==> src/rtl/compact_uart_pkg.sv <==
package compact_uart_pkg;
   localparam int BYTE_W = 8;

   typedef enum logic [3:0] {
      IDX_DATA  = 4'h0,
      IDX_IEN   = 4'h1,
      IDX_IID   = 4'h2,
      IDX_LINE  = 4'h3,
      IDX_MCTL  = 4'h4,
      IDX_LSTAT = 4'h5,
      IDX_MSTAT = 4'h6,
      IDX_SCR   = 4'h7,
      IDX_XCTL  = 4'h8,
      IDX_XSTAT = 4'h9,
      IDX_BAUD  = 4'hA
   } reg_idx_e;

   typedef enum logic [1:0] {RX_IDLE, RX_START, RX_DATA, RX_STOP} rx_state_e;
endpackage

==> src/rtl/uart_sync.sv <==
module uart_sync #(
   parameter int   STAGES  = 2,
   parameter logic RST_VAL = 1'b1
) (
   input  logic clk,
   input  logic rst_n,
   input  logic d,
   output logic q
);
   if (STAGES < 2) begin : g_stage_chk
      $error("uart_sync: STAGES must be at least 2");
   end

   logic [STAGES-1:0] chain_q;

   always_ff @(posedge clk or negedge rst_n) begin
      if (!rst_n) chain_q <= {STAGES{RST_VAL}};
      else        chain_q <= {chain_q[STAGES-2:0], d};
   end

   assign q = chain_q[STAGES-1];
endmodule

==> src/rtl/uart_fifo.sv <==
module uart_fifo #(
   parameter int W     = 8,
   parameter int DEPTH = 8
) (
   input  logic         clk,
   input  logic         rst_n,
   input  logic         clr,
   input  logic         push,
   input  logic [W-1:0] din,
   input  logic         pop,
   output logic [W-1:0] head,
   output logic         empty,
   output logic         full
);
   localparam int PW = (DEPTH > 1) ? $clog2(DEPTH) : 1;
   localparam int CW = $clog2(DEPTH + 1);

   logic [W-1:0]  mem [DEPTH];
   logic [PW-1:0] wp_q, rp_q;
   logic [CW-1:0] cnt_q;
   logic          do_push, do_pop;

   assign full    = (cnt_q == CW'(DEPTH));
   assign empty   = (cnt_q == '0);
   assign do_push = push && !full;
   assign do_pop  = pop && !empty;
   assign head    = mem[rp_q];

   function automatic logic [PW-1:0] bump(input logic [PW-1:0] p);
      return (p == PW'(DEPTH - 1)) ? '0 : p + PW'(1);
   endfunction

   always_ff @(posedge clk) begin
      if (do_push) mem[wp_q] <= din;
   end

   always_ff @(posedge clk or negedge rst_n) begin
      if (!rst_n) begin
         wp_q <= '0; rp_q <= '0; cnt_q <= '0;
      end else if (clr) begin
         wp_q <= '0; rp_q <= '0; cnt_q <= '0;
      end else begin
         if (do_push) wp_q <= bump(wp_q);
         if (do_pop)  rp_q <= bump(rp_q);
         if (do_push && !do_pop)      cnt_q <= cnt_q + CW'(1);
         else if (do_pop && !do_push) cnt_q <= cnt_q - CW'(1);
      end
   end
endmodule

==> src/rtl/uart_baud_gen.sv <==
module uart_baud_gen #(
   parameter int DIV_W = 16
) (
   input  logic             clk,
   input  logic             rst_n,
   input  logic [DIV_W-1:0] div,
   output logic             tick
);
   logic [DIV_W-1:0] cnt_q;

   assign tick = ({1'b0, cnt_q} + (DIV_W+1)'(1)) >= {1'b0, div};

   always_ff @(posedge clk or negedge rst_n) begin
      if (!rst_n)    cnt_q <= '0;
      else if (tick) cnt_q <= '0;
      else           cnt_q <= cnt_q + DIV_W'(1);
   end
endmodule

==> src/rtl/uart_tx.sv <==
module uart_tx #(
   parameter int OVS = 8
) (
   input  logic       clk,
   input  logic       rst_n,
   input  logic       tick,
   input  logic       en,
   input  logic       wlen8,
   input  logic       q_empty,
   input  logic [7:0] q_head,
   output logic       pop,
   output logic       line,
   output logic       busy
);
   localparam int SW = $clog2(OVS);

   logic [9:0]    sh_q;
   logic [3:0]    left_q;
   logic [SW-1:0] sub_q;

   assign pop  = en && !busy && !q_empty;
   assign line = busy ? sh_q[0] : 1'b1;

   always_ff @(posedge clk or negedge rst_n) begin
      if (!rst_n) begin
         sh_q <= '1; left_q <= '0; sub_q <= '0; busy <= 1'b0;
      end else if (pop) begin
         sh_q   <= {1'b1, (wlen8 ? q_head[7] : 1'b1), q_head[6:0], 1'b0};
         left_q <= wlen8 ? 4'd10 : 4'd9;
         sub_q  <= '0;
         busy   <= 1'b1;
      end else if (busy && tick) begin
         if (sub_q == SW'(OVS - 1)) begin
            sub_q  <= '0;
            sh_q   <= {1'b1, sh_q[9:1]};
            left_q <= left_q - 4'd1;
            if (left_q == 4'd1) busy <= 1'b0;
         end else begin
            sub_q <= sub_q + SW'(1);
         end
      end
   end
endmodule

==> src/rtl/uart_rx.sv <==
module uart_rx import compact_uart_pkg::*; #(
   parameter int OVS = 8
) (
   input  logic       clk,
   input  logic       rst_n,
   input  logic       tick,
   input  logic       en,
   input  logic       wlen8,
   input  logic       line,
   output logic       valid,
   output logic [7:0] data
);
   localparam int SW = $clog2(OVS);

   rx_state_e     st_q;
   logic [SW-1:0] sub_q;
   logic [2:0]    nb_q;
   logic [7:0]    sh_q;
   logic          prev_q;

   assign data = wlen8 ? sh_q : {1'b0, sh_q[7:1]};

   always_ff @(posedge clk or negedge rst_n) begin
      if (!rst_n) begin
         st_q <= RX_IDLE; sub_q <= '0; nb_q <= '0; sh_q <= '0;
         prev_q <= 1'b1; valid <= 1'b0;
      end else begin
         prev_q <= line;
         valid  <= 1'b0;
         case (st_q)
            RX_IDLE: if (en && prev_q && !line) begin
               st_q <= RX_START; sub_q <= '0;
            end
            RX_START: if (tick) begin
               if (sub_q == SW'(OVS/2 - 1)) begin
                  sub_q <= '0; nb_q <= '0;
                  st_q  <= line ? RX_IDLE : RX_DATA;
               end else sub_q <= sub_q + SW'(1);
            end
            RX_DATA: if (tick) begin
               if (sub_q == SW'(OVS - 1)) begin
                  sub_q <= '0;
                  sh_q  <= {line, sh_q[7:1]};
                  nb_q  <= nb_q + 3'd1;
                  if (nb_q == (wlen8 ? 3'd7 : 3'd6)) st_q <= RX_STOP;
               end else sub_q <= sub_q + SW'(1);
            end
            RX_STOP: if (tick) begin
               if (sub_q == SW'(OVS - 1)) begin
                  st_q <= RX_IDLE; valid <= 1'b1;
               end else sub_q <= sub_q + SW'(1);
            end
            default: st_q <= RX_IDLE;
         endcase
      end
   end
endmodule

==> src/rtl/compact_uart.sv <==
module compact_uart import compact_uart_pkg::*; #(
   parameter int DW          = 32,
   parameter int AW          = 6,
   parameter int FIFO_DEPTH  = 8,
   parameter int DIV_W       = 16,
   parameter int OVS         = 8,
   parameter int SYNC_STAGES = 2
) (
   input  logic          clk,
   input  logic          rst_n,
   input  logic [AW-1:0] addr,
   input  logic          wr_en,
   input  logic [DW-1:0] wr_data,
   input  logic          rd_en,
   output logic [DW-1:0] rd_data,
   input  logic          rxd,
   output logic          txd,
   output logic          rts_out,
   input  logic          cts_in,
   output logic          irq
);
   if (AW != 6) begin : g_aw_chk
      $error("compact_uart: AW must be 6");
   end
   if (DIV_W < BYTE_W || DW < DIV_W) begin : g_dw_chk
      $error("compact_uart: need BYTE_W <= DIV_W <= DW");
   end
   if (OVS < 4 || (OVS & (OVS - 1)) != 0) begin : g_ovs_chk
      $error("compact_uart: OVS must be a power of two >= 4");
   end
   if (FIFO_DEPTH < 2) begin : g_depth_chk
      $error("compact_uart: FIFO_DEPTH must be at least 2");
   end

   reg_idx_e         idx;
   logic [3:0]       ien_q;
   logic [1:0]       line_q;
   logic             brk_q, rts_q, rx_en_q, tx_en_q, ovr_q;
   logic [7:0]       scr_q;
   logic [DIV_W-1:0] baud_q;
   logic             tick, rx_s, cts_s, wlen8;
   logic             rx_valid, rx_full, rx_empty, rx_pop, rx_clr;
   logic [7:0]       rx_byte, rx_head;
   logic             tx_full, tx_empty, tx_pop, tx_push, tx_clr, tx_busy, tx_line;
   logic [7:0]       tx_head;
   logic             rx_avail, tx_space, tx_idle;
   logic [2:0]       iid;

   assign idx      = reg_idx_e'(addr[5:2]);
   assign wlen8    = (line_q == 2'b11);
   assign rx_avail = !rx_empty;
   assign tx_space = !tx_full;
   assign tx_idle  = tx_empty && !tx_busy;
   assign rx_pop   = rd_en && (idx == IDX_DATA);
   assign tx_push  = wr_en && (idx == IDX_DATA);
   assign rx_clr   = wr_en && (idx == IDX_IID) && wr_data[1];
   assign tx_clr   = wr_en && (idx == IDX_IID) && wr_data[2];
   assign irq      = ien_q[3] && ien_q[2] &&
                     ((ien_q[0] && rx_avail) || (ien_q[1] && tx_space));
   assign iid      = {rx_avail, !rx_avail && tx_space, !irq};
   assign txd      = brk_q ? 1'b0 : tx_line;
   assign rts_out  = rts_q;

   uart_sync #(.STAGES(SYNC_STAGES), .RST_VAL(1'b1)) u_rx_sync (
      .clk(clk), .rst_n(rst_n), .d(rxd), .q(rx_s));
   uart_sync #(.STAGES(SYNC_STAGES), .RST_VAL(1'b0)) u_cts_sync (
      .clk(clk), .rst_n(rst_n), .d(cts_in), .q(cts_s));

   uart_baud_gen #(.DIV_W(DIV_W)) u_baud (
      .clk(clk), .rst_n(rst_n), .div(baud_q), .tick(tick));

   uart_fifo #(.W(BYTE_W), .DEPTH(FIFO_DEPTH)) u_txq (
      .clk(clk), .rst_n(rst_n), .clr(tx_clr), .push(tx_push),
      .din(wr_data[7:0]), .pop(tx_pop), .head(tx_head),
      .empty(tx_empty), .full(tx_full));

   uart_fifo #(.W(BYTE_W), .DEPTH(FIFO_DEPTH)) u_rxq (
      .clk(clk), .rst_n(rst_n), .clr(rx_clr), .push(rx_valid),
      .din(rx_byte), .pop(rx_pop), .head(rx_head),
      .empty(rx_empty), .full(rx_full));

   uart_tx #(.OVS(OVS)) u_tx (
      .clk(clk), .rst_n(rst_n), .tick(tick), .en(tx_en_q), .wlen8(wlen8),
      .q_empty(tx_empty), .q_head(tx_head), .pop(tx_pop),
      .line(tx_line), .busy(tx_busy));

   uart_rx #(.OVS(OVS)) u_rx (
      .clk(clk), .rst_n(rst_n), .tick(tick), .en(rx_en_q), .wlen8(wlen8),
      .line(rx_s), .valid(rx_valid), .data(rx_byte));

   always_ff @(posedge clk or negedge rst_n) begin
      if (!rst_n) begin
         ien_q <= '0; line_q <= '0; brk_q <= 1'b0; rts_q <= 1'b0;
         scr_q <= '0; rx_en_q <= 1'b0; tx_en_q <= 1'b0; baud_q <= '0;
      end else if (wr_en) begin
         case (idx)
            IDX_IEN:  ien_q  <= wr_data[3:0];
            IDX_LINE: begin line_q <= wr_data[1:0]; brk_q <= wr_data[6]; end
            IDX_MCTL: rts_q  <= wr_data[1];
            IDX_SCR:  scr_q  <= wr_data[7:0];
            IDX_XCTL: begin rx_en_q <= wr_data[0]; tx_en_q <= wr_data[1]; end
            IDX_BAUD: baud_q <= wr_data[DIV_W-1:0];
            default: ;
         endcase
      end
   end

   always_ff @(posedge clk or negedge rst_n) begin
      if (!rst_n)                             ovr_q <= 1'b0;
      else if (rx_valid && rx_full)           ovr_q <= 1'b1;
      else if (rd_en && (idx == IDX_LSTAT))   ovr_q <= 1'b0;
   end

   always_comb begin
      rd_data = '0;
      case (idx)
         IDX_DATA:  rd_data[7:0] = rx_empty ? 8'h00 : rx_head;
         IDX_IEN:   rd_data[3:0] = ien_q;
         IDX_IID:   rd_data[2:0] = iid;
         IDX_LINE:  begin rd_data[1:0] = line_q; rd_data[6] = brk_q; end
         IDX_MCTL:  rd_data[1] = rts_q;
         IDX_LSTAT: begin
            rd_data[0] = rx_avail; rd_data[1] = ovr_q;
            rd_data[5] = tx_space; rd_data[6] = tx_idle;
         end
         IDX_MSTAT: rd_data[5] = cts_s;
         IDX_SCR:   rd_data[7:0] = scr_q;
         IDX_XCTL:  rd_data[1:0] = {tx_en_q, rx_en_q};
         IDX_XSTAT: rd_data[1:0] = {tx_space, rx_avail};
         IDX_BAUD:  rd_data[DIV_W-1:0] = baud_q;
         default: ;
      endcase
   end
endmodule

==> config.mk <==
export PLATFORM = sky130hd
export DESIGN_NAME = compact_uart
export DESIGN_NICKNAME = d
export VERILOG_FILES = /design/src/rtl/compact_uart_pkg.sv /design/src/rtl/uart_sync.sv /design/src/rtl/uart_fifo.sv /design/src/rtl/uart_baud_gen.sv /design/src/rtl/uart_tx.sv /design/src/rtl/uart_rx.sv /design/src/rtl/compact_uart.sv
export SDC_FILE = /design/constraint.sdc
export NUM_CORES = 1
export LEC_CHECK = 0
export BUFFER_PORTS_ARGS = -buffer_cell sky130_fd_sc_hd__buf_2
export CORE_MARGIN = 2
export CORE_UTILIZATION = 42
export CTS_CLUSTER_DIAMETER = 150
export DETAILED_ROUTE_END_ITERATION = 6
export PLACE_DENSITY = 0.56
export SLEW_MARGIN = 10
export SYNTH_ARGS = -nofsm -noshare
export SYNTH_HDL_FRONTEND = slang
export SYNTH_SLANG_ARGS = --single-unit
==> constraint.sdc <==
create_clock -name clk -period 4.64 [get_ports clk]
set_clock_uncertainty 0.2 [all_clocks]
set_input_delay 0.464 -clock clk [delete_from_list [all_inputs] [get_ports clk]]
set_output_delay 0.464 -clock clk [all_outputs]
set_load 0.005 [all_outputs]
# Yosys cells after proc, flatten, opt, wreduce, memory -nomap -nowiden
# Memories as Yosys holds them, arrays and structs flattened.
# Cells that the tools add are included.
[totals] elab_cells=225 ff_bits=111 in_bits=44 ramBits=128 mem_count=2 rom_bits=0 out_inout_bits=35 latch_bits=0
[mem_list] memory="u_rxq.mem" depth=8 width=8 rd=1 rd_ports_with_merged_regs=0 wr=1 line="uart_fifo.sv:18" source="logic [W-1:0] mem [DEPTH];"
[mem_list] memory="u_txq.mem" depth=8 width=8 rd=1 rd_ports_with_merged_regs=0 wr=1 line="uart_fifo.sv:18"
[op_classes] n_eq_ne=34 n_lt_le_gt_ge=1 n_bitwise=0 n_div=0 shift=0 n_addsub=14 reduce_logical=66 mux=80 multipliers=0
[ops] operator="2-to-1 mux 3 bit" n=26
[ops] operator="2-to-1 mux 4 bit" n=9
[ops] operator="2-to-1 mux 10 bit" n=3
[ops] operator="logical AND 1 bit" n=26
[ops] operator="2-to-1 mux 8 bit" n=3
[ops] operator="adder 3 x 1 -> 3 bit (second input constant)" n=7
[ops] operator="equality test 4 bit (second input constant)" n=5
[ops] operator="2-to-1 mux 2 bit" n=10
[ops] operator="equality test 3 bit (second input constant)" n=6
[ops] operator="nonzero test 2 bit" n=9
[ops] operator="adder 16 x 1 -> 17 bit (second input constant)" n=1
[ops] operator=">= comparator 17 x 16 -> 1 bit" n=1
[ops] operator="2-to-1 mux 1 bit" n=17
[ops] operator="adder 16 x 1 -> 16 bit (second input constant)" n=1
[ops] operator="equality test 4 x 3 -> 1 bit (second input constant)" n=4
[ops] operator="2-to-1 mux 16 bit" n=1
[ops] operator="one-hot mux 1 bit (5 select lines)" n=3
[ops] operator="AND reduction 2 bit" n=7
[ops] operator="zero test 4 bit" n=3
[ops] operator="one-hot mux 3 bit (4 select lines)" n=1
[ops] operator="subtractor 4 x 1 -> 4 bit (second input constant)" n=3
[ops] operator="zero test 1 bit" n=11
[ops] operator="inequality test 2 x 1 -> 1 bit (second input constant)" n=5
[ops] operator="one-hot mux 1 bit (10 select lines)" n=1
[ops] operator="other kinds (20)" n=32

# Longest topological paths before layout
[logic_depth] word_depth=8 depth_mapped=14 ltp_nobuf=12

# Cells and area by module
# A second synthesis with hierarchy kept.
[unflattened] cells_unflattened=859 area_unflattened_um2=11603.6
[by_module_without_submodules] module="uart_fifo (u_rxq)" area_each_um2=3176.8 cells_each=177 seq_area_each_um2=2172.1 n_inst=1
[by_module_without_submodules] module="uart_fifo (u_txq)" area_each_um2=3131.8 cells_each=174 seq_area_each_um2=2172.1 n_inst=1
[by_module_without_submodules] module="compact_uart" area_each_um2=2052.0 cells_each=190 seq_area_each_um2=875.8 n_inst=1
[by_module_without_submodules] module="uart_baud_gen" area_each_um2=1251.2 cells_each=133 seq_area_each_um2=400.4 n_inst=1
[by_module_without_submodules] module="uart_rx" area_each_um2=993.5 cells_each=89 seq_area_each_um2=451.7 n_inst=1
[by_module_without_submodules] module="uart_tx" area_each_um2=895.9 cells_each=92 seq_area_each_um2=436.7 n_inst=1
[by_module_without_submodules] module="uart_sync (u_rx_sync)" area_each_um2=52.6 cells_each=2 seq_area_each_um2=52.6 n_inst=1
[by_module_without_submodules] module="uart_sync (u_cts_sync)" area_each_um2=50.0 cells_each=2 seq_area_each_um2=50.0 n_inst=1

# Worst setup path before layout
# Ideal clock, no wire load.
[synth_timing] path_kind="reg-to-reg" from="reg u_baud.cnt_q[0]" to="reg u_rx.sh_q[0]" arrival_time_ps=2798 setup_time_ps=125 n_path_buf=1 path_stages_with_launch=14 required_time_ps=4315 period_less_slack_ps=3123 slack_ps=1517 path_cell_list="dfrtp_1 -> ha_1 -> nand3_1 -> nor2_2 -> and3_1 -> xor2_1 -> ha_1 -> nand3_1 -> a21boi_0 -> o21bai_1 -> nand3_4 -> and3_4 -> buf_6 -> mux2_4"
[synth_via] elab_chain_cells=3
[synth_lines] item="start: declaration" line="uart_baud_gen.sv:9" source="logic [DIV_W-1:0] cnt_q;"
[synth_lines] item="start signal: assignment" line="uart_baud_gen.sv:16" source="else cnt_q <= cnt_q + DIV_W'(1);"
[synth_lines] item="adder 16 x 1 -> 17 bit" line="uart_baud_gen.sv:11" source="assign tick = ({1'b0, cnt_q} + (DIV_W+1)'(1)) >= {1'b0, div};"
[synth_lines] item=">= comparator 17 x 16 -> 1 bit" line="uart_baud_gen.sv:11"
[synth_lines] item="AND reduction 3 bit (no line)"
[synth_lines] item="end signal: assignment" line="uart_rx.sv:43" source="sh_q <= {line, sh_q[7:1]};"
[synth_lines] item="end: declaration" line="uart_rx.sv:18" source="logic [7:0] sh_q;"
# Every way passes these cells.
# A chain may end at the register's enable or synchronous reset.

# Final worst setup path
[layout_timing] from="reg u_baud.cnt_q[0]" to="reg u_tx.left_q[1]"
[layout_via] elab_chain_cells=5
[layout_lines] item="adder 16 x 1 -> 17 bit" line="uart_baud_gen.sv:11"
[layout_lines] item=">= comparator 17 x 16 -> 1 bit" line="uart_baud_gen.sv:11"
[layout_lines] item="logical AND 1 bit" line="uart_tx.sv:32" source="end else if (busy && tick) begin"
[layout_lines] item="nonzero test 2 bit (no line)"
[layout_lines] item="AND reduction 2 bit (no line)"
[layout_lines] item="end signal: assignment" line="uart_tx.sv:29" source="left_q <= wlen8 ? 4'd10 : 4'd9;"
[layout_lines] item="end signal: assignment" line="uart_tx.sv:36" source="left_q <= left_q - 4'd1;"
[layout_lines] item="end: declaration" line="uart_tx.sv:18" source="logic [3:0] left_q;"
# Every way passes these cells.

==> out/results.txt <==
Critical Path Sink Type: flip-flop
Reg2reg start: u_baud.cnt_q[0]
Max frequency: 0.263 GHz
Maximum number of pins on one net before global-route repair: 81
GR Util All Layers: 17.4%
Vias in the first global route: 6942
Seq/Total Area, Yosys: 59.4%
I/O Buffers: 44
Setup TNS: 0 ps
Detailed Route Iter0 Violations: 315
CTS Buf Count: 27
Total core area: 0.0261 mm²
CP Data Required Time: 4870 ps
Row cnt: 59
Kind of critical path: reg2reg
CP arrival: 4030 ps
Starting density of the core: 42.7%
Clock transition at path regs: 60 ps
First-pass GRT wire length: 38300 µm
RSZ-0062 raised after global routing: false
Post-Syn Area: 0.0111 mm²
CP Max Fanout: 20
Grt ovf: 0
Hold_sp: wr_data[4]
Least-Margin Pin Slew: 1160 ps
R2R setup slack: 830 ps
DRC: 0
Final worst path period need: 3810 ps
Routed len/inst: 19.4 µm
Register bit total from synthesis: 238
RD Place Congestion: 0.805
Vias: 6639
Async S/R FF share, synth: 46.2%
Setup bufs post-CTS: 0
CTS tree: done
Final WS setup: 832 ps
Die width: 167 µm
Post-route cell area: 0.0126 mm²
Ys flop type: edfxtp_1
Hold_buf cts: 11
Final setup violation count: 0
Critical Path Start: u_baud.cnt_q[0]
Ys Warns: 0
Vias per std cell: 5.44
Crit start category: flip-flop
Synthesized instance count: 807
Non-filler cells, final: 1220
Netlist cell types: 68
Post-synth EDFFs: 128
Sink Count: 238
Type of the worst min-delay path: in2reg
Worst-Skew Late Latency: 540 ps
Fraction of layout cells with a size suffix above 1: 22.7%
Leakage: 0.00507 µW
Power Density: 476 mW/mm²
R2R depth: 12
Final hold slack: 81.0 ps
Crit share post-route: 82.1%
Die Span Y: 167 µm
Initial antenna violation count: 2
Pre-CTS setup slack: 809 ps
Area grow syn2layout: 13.0%
Die Area: 0.0278 mm²
Status: finished, final reports clean
Total wire length: 23700 µm
Clk buf depth: 3
Root buffer selected by CTS: clkbuf_16
Synth Area per Inst: 13.8 µm²
Drt pass-1 iters: 5
Post-DRT Antenna Nets: 0
Relative slew margins: 22.5%
Fin. max-slew vios: 0
# H-tree levels: 1
Placed Cells: 1158
Max-Cap Viols: 0
Fin nets: 947
Hold depth: 1
CTS resizes: 0
Top Ports: 79
Post-DP HPWL: 16300 µm
Max VDD drop: 0.279 mV
Fin. Hold Viols: 0
Placed Area: 0.0116 mm²
## per-layer routing
metal  vias to the layer above  part of all wire (%)  GRT usage [%]
met4                         2                   2.3           4.57
li1                       3085                     -              -
met5                         -                 0.067              0
met1                      3392                    43           22.2
met3                        42                   3.4           2.57
met2                       118                    51           31.0
## area by class of cell
cell class	count	area [µm²]
Inverter	27	101
Clock buffer	36	729
Multi-Input combinational cell	505	4230
Fill cell	2254	13500
Tap cell	335	419
Timing Repair Buffer	64	400
Antenna cell	1	2.50
Sequential cell	238	6610
Clock inverter	14	97.6
## power by group
group | leakage [µW] | total (µW) | switching, µW | internal [µW]
Combinational | 0.00204 | 1220 | 576 | 641
Sequential | 0.00262 | 2810 | 334 | 2480
Clock | 0.000410 | 1970 | 814 | 1160
## synthesized netlist by cell type (18+ instances only)
cell | instances | area share (%)
mux4_2 | 32 | 6.5
ha_1 | 38 | 4.3
edfxtp_1 | 128 | 35
buf_4 | 18 | 1.2
inv_1 | 27 | 0.91
mux2_2 | 37 | 3.7
mux2i_1 | 22 | 2.0
a21oi_1 | 25 | 1.1
nor2b_1 | 23 | 1.3
nand2_1 | 58 | 2.0
dfrtp_1 | 98 | 22
nand3_1 | 21 | 0.94
nor2_1 | 48 | 1.6
clkbuf_1 | 21 | 0.71
## sequential cells by signal, summed over array words and instances, names as in the netlist, 3 cells and up, named ones only
name / flops
baud_q: 16
ien_q: 4
scr_q: 8
u_baud.cnt_q: 16
u_rx.nb_q: 3
u_rx.sh_q: 8
u_rx.sub_q: 3
u_rxq.cnt_q: 4
u_rxq.mem: 64
u_rxq.rp_q: 3
u_rxq.wp_q: 3
u_tx.left_q: 4
u_tx.sh_q: 9
u_tx.sub_q: 3
u_txq.cnt_q: 4
u_txq.mem: 64
u_txq.rp_q: 3
u_txq.wp_q: 3
## worst paths after layout
| path | to |
|---|---|
| min in group asynchronous | u_rxq.wp_q[1] |
| hold / removal | u_txq.mem[4][4] |
| hold reg to reg | u_rx_sync.chain_q[1] |
| max in group asynchronous | u_tx.sh_q[0] |
| setup reg to reg | u_tx.left_q[1] |
| setup / recovery | u_tx.left_q[1] |
## per-stage QoR
| stage | total power (µW) | utilization [%] |
|---|---|---|
| floorplan | 3720 | - |
| global placement | 3990 | 44.7 |
| detailed placement | 4070 | 44.7 |
| CTS | 6070 | 48.3 |
| global route | 6340 | 48.3 |
| finish | 6000 | 48.3 |
## layout by cell type (no fill, tap or decap), types with 11 or more instances in the layout
| master | synthesis | routed |
|---|---|---|
| edfxtp_1 | 128 | 128 |
| dfrtp_1 | 98 | 98 |
| nand2_1 | 58 | 58 |
| nor2_1 | 48 | 48 |
| buf_2 | 10 | 43 |
| ha_1 | 38 | 38 |
| mux2_2 | 37 | 37 |
| mux4_2 | 32 | 32 |
| inv_1 | 27 | 27 |
| clkbuf_16 | 0 | 27 |
| a21oi_1 | 25 | 25 |
| nor2b_1 | 23 | 23 |
| mux2i_1 | 22 | 22 |
| nand3_1 | 21 | 21 |
| xnor2_1 | 16 | 16 |
| conb_1 | 1 | 16 |
| and3_1 | 14 | 14 |
| o21ai_0 | 13 | 13 |
| mux2_1 | 13 | 13 |
| dfstp_2 | 12 | 12 |
| dlygate4sd3_1 | 0 | 11 |
## worst max-delay path: stages (launching register included)
cell	delay [ps]
dfrtp_1	420
ha_1	220
nand3_1	160
nor2_2	300
and3_1	220
xor2_1	220
ha_1	190
a21oi_1	50
a21boi_0	170
o21bai_1	190
a31oi_2	980
mux2i_1	170
a21o_1	210
## cells by family after synthesis
family | Yosys count | synth area share, %
DFF | 238 | 59.4
and+or+nand+nor | 220 | 10.1
muxes | 112 | 14.6
AOI/OAI and AO/OA | 94 | 5.92
buffers and inverters | 79 | 3.45
adders and majority gates | 40 | 4.63
xor gates and xnor gates | 23 | 1.88
other | 1 | 0.0337
Note: power is estimated with default switching activity, not from simulation.
